$ cat src/rtl/pcib_pkg.sv
package pcib_pkg;

  typedef enum logic [2:0] {
    K_WBASE, K_WMASK, K_XBASE, K_CTRL, K_ESTAT, K_EMASK, K_TLBIA, K_BAD
  } kind_e;

  localparam logic [63:0] CTRL_RESET = 64'h0000_0021_0010_0000;
  localparam logic [1:0]  SIZE_DW    = 2'd3;

  // Map a slot index onto its register class; fixed locations follow the
  // three window groups and the control word.
  function automatic kind_e kind_of(int unsigned idx, int unsigned nwin);
    if (idx < nwin)                 return K_WBASE;
    else if (idx < 2 * nwin)        return K_WMASK;
    else if (idx < 3 * nwin)        return K_XBASE;
    else if (idx == 3 * nwin)       return K_CTRL;
    else if (idx == 3 * nwin + 1)   return K_ESTAT;
    else if (idx == 3 * nwin + 2)   return K_EMASK;
    else if (idx == 3 * nwin + 3)   return K_TLBIA;
    else                            return K_BAD;
  endfunction

  // Window number within a group.
  function automatic int unsigned win_of(int unsigned idx, int unsigned nwin);
    return idx % nwin;
  endfunction

endpackage

$ cat src/rtl/pcib_decode.sv
module pcib_decode
  import pcib_pkg::*;
#(
  parameter int ADDR_W       = 16,
  parameter int NWIN         = 4,
  parameter int REGION_BYTES = 4096,
  parameter int SLOT_SHIFT   = 6
) (
  input  logic                      clk,
  input  logic                      rst_n,
  input  logic                      req_valid,
  input  logic                      req_we,
  input  logic [ADDR_W-1:0]         req_addr,
  input  logic [1:0]                req_size,
  output kind_e                     kind,
  output logic [$clog2(NWIN)-1:0]   win_sel,
  output logic                      acc_err,
  output logic                      wr_en
);
  localparam int IDX_W = ADDR_W - SLOT_SHIFT;

  logic in_region;
  logic size_ok;
  logic [IDX_W-1:0] slot_idx;

  always_comb begin
    in_region = (int'(req_addr) < REGION_BYTES);
    size_ok   = (req_size == SIZE_DW);
    slot_idx  = req_addr[ADDR_W-1:SLOT_SHIFT];
    kind      = kind_of(int'(slot_idx), NWIN);
    win_sel   = win_of(int'(slot_idx), NWIN) % (1 << $clog2(NWIN));
    acc_err   = !in_region || !size_ok || (kind == K_BAD) ||
                (req_we && kind == K_EMASK);
    wr_en     = req_valid && req_we && !acc_err &&
                (kind inside {K_WBASE, K_WMASK, K_XBASE, K_CTRL});
  end

  AST_SIZE_ERR: assert property (@(posedge clk) disable iff (!rst_n)
    (req_valid && req_size != 2'd3) |-> acc_err && !wr_en);

  AST_REGION_ERR: assert property (@(posedge clk) disable iff (!rst_n)
    (req_valid && int'(req_addr) >= REGION_BYTES) |-> !wr_en);

endmodule

$ cat src/rtl/pcib_regfile.sv
module pcib_regfile
  import pcib_pkg::*;
#(
  parameter int NWIN = 4,
  parameter int DW   = 64
) (
  input  logic                     clk,
  input  logic                     rst_n,
  input  logic                     wr_en,
  input  kind_e                    kind,
  input  logic [$clog2(NWIN)-1:0]  win_sel,
  input  logic [DW-1:0]            wdata,
  output logic [DW-1:0]            rd_data,
  output logic [NWIN*DW-1:0]       win_base_o,
  output logic [NWIN*DW-1:0]       win_mask_o,
  output logic [NWIN*DW-1:0]       xlat_base_o,
  output logic [DW-1:0]            ctrl_o
);
  logic [DW-1:0] wbase [NWIN];
  logic [DW-1:0] wmask [NWIN];
  logic [DW-1:0] xbase [NWIN];
  logic [DW-1:0] ctrl_q;

  for (genvar g = 0; g < NWIN; g++) begin : g_win
    always_ff @(posedge clk) begin
      if (!rst_n) begin
        wbase[g] <= '0;
        wmask[g] <= '0;
        xbase[g] <= '0;
      end else if (wr_en && int'(win_sel) == g) begin
        if (kind == K_WBASE) wbase[g] <= wdata;
        if (kind == K_WMASK) wmask[g] <= wdata;
        if (kind == K_XBASE) xbase[g] <= wdata;
      end
    end
    assign win_base_o[g*DW +: DW]  = wbase[g];
    assign win_mask_o[g*DW +: DW]  = wmask[g];
    assign xlat_base_o[g*DW +: DW] = xbase[g];
  end

  always_ff @(posedge clk) begin
    if (!rst_n)                        ctrl_q <= CTRL_RESET[DW-1:0];
    else if (wr_en && kind == K_CTRL)  ctrl_q <= wdata;
  end
  assign ctrl_o = ctrl_q;

  always_comb begin
    unique case (kind)
      K_WBASE: rd_data = wbase[win_sel];
      K_WMASK: rd_data = wmask[win_sel];
      K_XBASE: rd_data = xbase[win_sel];
      K_CTRL:  rd_data = ctrl_q;
      default: rd_data = '0;
    endcase
  end

  AST_CTRL_HOLD: assert property (@(posedge clk) disable iff (!rst_n)
    !wr_en |=> $stable(ctrl_q));

  AST_WIN_HOLD: assert property (@(posedge clk) disable iff (!rst_n)
    !wr_en |=> $stable(win_base_o) && $stable(win_mask_o) && $stable(xlat_base_o));

endmodule

$ cat src/rtl/pcib_regbank.sv
module pcib_regbank
  import pcib_pkg::*;
#(
  parameter int ADDR_W       = 16,
  parameter int NWIN         = 4,
  parameter int DW           = 64,
  parameter int REGION_BYTES = 4096,
  parameter int SLOT_SHIFT   = 6
) (
  input  logic                 clk,
  input  logic                 rst_n,
  input  logic                 req_valid,
  input  logic                 req_we,
  input  logic [ADDR_W-1:0]    req_addr,
  input  logic [1:0]           req_size,
  input  logic [DW-1:0]        req_wdata,
  output logic                 rsp_valid,
  output logic                 rsp_err,
  output logic [DW-1:0]        rsp_rdata,
  output logic [NWIN*DW-1:0]   win_base_o,
  output logic [NWIN*DW-1:0]   win_mask_o,
  output logic [NWIN*DW-1:0]   xlat_base_o,
  output logic [DW-1:0]        ctrl_o
);
  kind_e                    dec_kind;
  logic [$clog2(NWIN)-1:0]  dec_win;
  logic                     dec_err;
  logic                     dec_wr;
  logic [DW-1:0]            rf_rd;

  pcib_decode #(
    .ADDR_W(ADDR_W), .NWIN(NWIN),
    .REGION_BYTES(REGION_BYTES), .SLOT_SHIFT(SLOT_SHIFT)
  ) u_dec (
    .clk(clk), .rst_n(rst_n),
    .req_valid(req_valid), .req_we(req_we),
    .req_addr(req_addr), .req_size(req_size),
    .kind(dec_kind), .win_sel(dec_win),
    .acc_err(dec_err), .wr_en(dec_wr)
  );

  pcib_regfile #(.NWIN(NWIN), .DW(DW)) u_rf (
    .clk(clk), .rst_n(rst_n),
    .wr_en(dec_wr), .kind(dec_kind), .win_sel(dec_win),
    .wdata(req_wdata), .rd_data(rf_rd),
    .win_base_o(win_base_o), .win_mask_o(win_mask_o),
    .xlat_base_o(xlat_base_o), .ctrl_o(ctrl_o)
  );

  always_ff @(posedge clk) begin
    if (!rst_n) begin
      rsp_valid <= 1'b0;
      rsp_err   <= 1'b0;
      rsp_rdata <= '0;
    end else begin
      rsp_valid <= req_valid;
      rsp_err   <= req_valid && dec_err;
      rsp_rdata <= (req_valid && !req_we && !dec_err) ? rf_rd : '0;
    end
  end

  AST_RSP_ONE_CYCLE: assert property (@(posedge clk) disable iff (!rst_n)
    !req_valid |=> !rsp_valid);

  AST_ERR_ZERO_DATA: assert property (@(posedge clk) disable iff (!rst_n)
    (rsp_valid && rsp_err) |-> rsp_rdata == '0);

  AST_ERR_NEEDS_VALID: assert property (@(posedge clk) disable iff (!rst_n)
    rsp_err |-> rsp_valid);

  AST_WRITE_ZERO_DATA: assert property (@(posedge clk) disable iff (!rst_n)
    (req_valid && req_we) |=> rsp_rdata == '0);

endmodule

$ cat config.mk
export PLATFORM = sky130hd
export DESIGN_NAME = pcib_regbank
export DESIGN_NICKNAME = d
export VERILOG_FILES = /design/src/rtl/pcib_pkg.sv /design/src/rtl/pcib_decode.sv /design/src/rtl/pcib_regfile.sv /design/src/rtl/pcib_regbank.sv
export SDC_FILE = /design/constraint.sdc
export NUM_CORES = 1
export LEC_CHECK = 0
export ABC_AREA = 1
export ABC_CLOCK_PERIOD_IN_PS = 14100
export CAP_MARGIN = 20
export CORE_AREA = 2 2 379 381
export DETAILED_ROUTE_END_ITERATION = 8
export DIE_AREA = 0 0 381 383
export PLACE_DENSITY_LB_ADDON = 0.25
export SLEW_MARGIN = 40
export SYNTH_ARGS = -nofsm -noshare
export SYNTH_HDL_FRONTEND = slang
export SYNTH_SLANG_ARGS = --single-unit
$ cat constraint.sdc
create_clock -name clk -period 14.1 [get_ports clk]
set_clock_uncertainty 0.05 [all_clocks]
set_input_delay 3.525 -clock clk [delete_from_list [all_inputs] [get_ports clk]]
set_output_delay 3.525 -clock clk [all_outputs]
set_load 0.05 [all_outputs]
==> impl_results.md <==
* Synth unique cells at 27
* Total wire length after detailed routing at approximately 200 mm
* Slew @ Worst Pin at just under 1 ns
* Num CTS Buffers at 100
* F_max at 0.137 GHz
* Util after Layout at 36.6%
* Detail Placement HPWL at about 120 mm
* Post-route clock period utilization at roughly half
* Hold slack final at between 0.4 and 0.5 ns
* Worst-path clk slew at roughly 0.060 ns
* Pwr/cell area at between 100 and 150 nW/µm²
* RSZ-0062 raised after global routing: false
* Area taken by multi-input logic gates at just under 10,000 µm²
* Die footprint at 146,000 µm²
* Row cnt at about 140
* Relative slew slack at about a third
* CTS max path bufs at 3
* Routed vias at 31,900
* Slew Limit Fails at 0
* Wirelength per Cell at about 31 µm
* Die height at roughly 380 µm
* Pin count of the biggest net entering global routing at 126
* Final net count at 4,417
* Synth Net Count at roughly 3,600
* Max VDD drop at 0.000107 V
* I/O pin count at between 900 and 1,000
* Req. time, crit path at approximately 14 ns
* Crit start category: input port
* Switch Pwr at slightly below 2 mW
* Root Driver: clkbuf_16
* Drt via density at between 5 and 6
* Post_cts resized at 0
* Yosys Warn Count at 0
* Post-CTS setup buffer count at 0
* Flop pwr share at a little under half
* Worst path max stage delay at about 0.7 ns
* Share of post-route cells with drive strength above 1 at ~6.3%
* First-pass GRT wire length at ~260 mm
* Worst path most repeated cell: nand2_1
* Crit-path cells: clkdlybuf4s50_1 -> nand2_1 -> nand2_1 -> nand3_1 -> nand3_1 -> nand4_1 -> nor2_1 -> nand2_1 -> o21ai_4 -> buf_4 -> buf_4
* Slowest cell on crit path: buf_4
* Cell count after synthesis at approximately 3,500
* DRC violations left at 0
* Number of fill cells at between 10,000 and 15,000
* Die width at ~380 µm
* Hold Path Class: flip-flop to flip-flop
* Setup Total Neg Slack at 0 ns
* Final ANT Viol Nets at 0
* Htree depth at 3
* Clk sinks at 898
* Worst Setup End Kind: flip-flop
* Port bufs at a little under 1,000
* Pleak at between 15 and 20 nW
* Syn_area_per_cell at 10.8 µm²
* Post-layout min period at 7.33 ns
* Synth Register Bits at ~900
* Global Route Usage Sum at approximately a quarter
* Fin. Hold Viols at 0
* CP Class: input port to flip-flop
* Non-Filler Instances at approximately 6,300
* Max-Cap Viols at 0
* Mapped Area at ~37,000 µm²
* Area grow syn2layout at 39.6%
* DRT Pass-1 Iters at 6
* Sequential cell area fraction in the yosys report at between 60% and 70%
* GRT overflow at 0
* Vias in the first global route at approximately 31,000
* Final setup fails at 0
* Final instance area at ~52,000 µm²
* Gp weighted congestion at 0.873
* Run status: finished clean
* Reg area at 25,700 µm²
* CTS tree: yes
* Worst Path Arrival at 7.59 ns
* Worst-Skew Late Latency at between 0.7 and 0.8 ns
* CP max FO at 31
* Internal Dissipation at 4.73 mW
* Sw Share at ~29%
* Post-CTS Hold Fix Bufs at 0
* Core Area at ~140,000 µm²
* Power share of the combinational group at between 10% and 20%
* Clock Power Share at approximately 39%
* Area post-placement at between 40,000 and 50,000 µm²
* Iter 0 DRT Violations at between 3,000 and 4,000
* Starting Density at a little over a quarter
* Initial antenna violation count at 7
* Placed Cells at between 6,000 and 7,000
registers in the layout (all words and copies together), names as in the netlist:
name	flops
rsp_valid	1
u_rf.wbase	256
u_rf.ctrl_o	64
u_rf.wmask	256
rsp_rdata	64
u_rf.xbase	256
rsp_err	1
power groups by stage:
stage	Combinational, mW	Clock [mW]	Sequential (mW)
after floorplan	0.153	0	3.54
after detailed placement	0.988	0	3.13
final	0.988	2.61	3.08
after CTS	0.991	2.65	3.07
after global placement	0.989	0	3.13
after global routing	1.01	2.75	3.09
cells in the final DEF (no fill, tap or decap), types with 4 or more instances in the layout:
master / count
nor2_1: 922
a31oi_1: 93
buf_6: 11
dfxtp_1: 130
inv_8: 4
nand4_1: 4
a21oi_1: 83
bufinv_16: 4
clkbuf_1: 27
buf_12: 7
nor2_8: 4
edfxtp_1: 768
nand3_4: 13
inv_2: 4
clkinvlp_4: 4
clkinv_1: 13
nor2_4: 4
clkinv_2: 15
o211ai_1: 14
a31o_2: 18
inv_1: 141
a22oi_1: 186
o21ai_0: 16
o21ai_4: 12
clkbuf_16: 102
clkbuf_8: 15
nand2_1: 657
clkdlybuf4s50_1: 973
nand3_1: 104
buf_4: 45
final timing paths:
path	slack, ns	to	cells past startpoint	startpoint
min	0.47	u_rf.ctrl_o[32]	2	u_rf.ctrl_o[32]
max	6.77	u_rf.wmask[3][9]	11	req_addr[6]
max reg2reg	12.30	rsp_rdata[52]	4	u_rf.xbase[0][52]
min reg2reg	0.47	u_rf.ctrl_o[32]	2	u_rf.ctrl_o[32]
through the flow:
stage	power, mW	setup slack (ns)
floorplan	3.69	4.12
global placement	4.12	5.76
detailed placement	4.12	6.00
CTS	6.72	6.74
global route	6.84	6.56
finish	6.68	6.77
layout make-up:
class                   count  area share (%)
diodes                      3          0.0144
flip-flops and latches    898            49.3
well taps                1903            4.57
repair buffers           1040            19.9
clock inverters            42           0.668
multi-input cells        2142            18.9
inverters                 149            1.12
clock buffers             144            5.49
worst max-delay path, delay by kind of cell:
kind / cells / cell delay [ns]
AO/OA/AOI/OAI: 1 / 0.60
buffers and inverters: 3 / 1.95
AND/OR/NAND/NOR: 7 / 1.42
synth_stat cells:
master | count | area (µm²)
clkbuf_1 | 181 | 679
nand4_1 | 4 | 25.0
nand3_1 | 104 | 521
nand2_2 | 2 | 12.5
nor2_2 | 2 | 12.5
buf_1 | 10 | 37.5
o21ai_0 | 28 | 140
nor3_1 | 1 | 5.00
clkinv_1 | 1 | 3.75
o211ai_1 | 14 | 105
nor2_8 | 4 | 80.1
a22oi_1 | 186 | 1400
nand2_1 | 660 | 2480
a31oi_1 | 93 | 582
inv_2 | 3 | 11.3
dfxtp_1 | 130 | 2600
buf_2 | 43 | 215
nor2_1 | 925 | 3470
nand3b_1 | 3 | 22.5
a31o_2 | 18 | 158
buf_6 | 42 | 473
a21oi_1 | 83 | 415
inv_1 | 145 | 544
nand3_4 | 13 | 228
nand3_2 | 1 | 10.0
edfxtp_1 | 768 | 23100
nor2_4 | 1 | 11.3
kinds of logic (layout without fill, tap and decap cells):
kind of cell	count (synthesis)	count (layout)	synth area share (%)
and+or+nand+nor	1720	1720	18.4
DFF	898	898	68.8
buffers and inverters	425	1375	5.27
AOI/OAI and AO/OA	422	422	7.50
other	0	3	0
routing by layer:
layer / track usage [%] / routed length, µm
met1: 33.0 / 78600
met2: 41.6 / 90900
met3: 6.56 / 17900
met4: 9.65 / 8100
met5: 0 / 9
(Power assumes the default switching activity.)
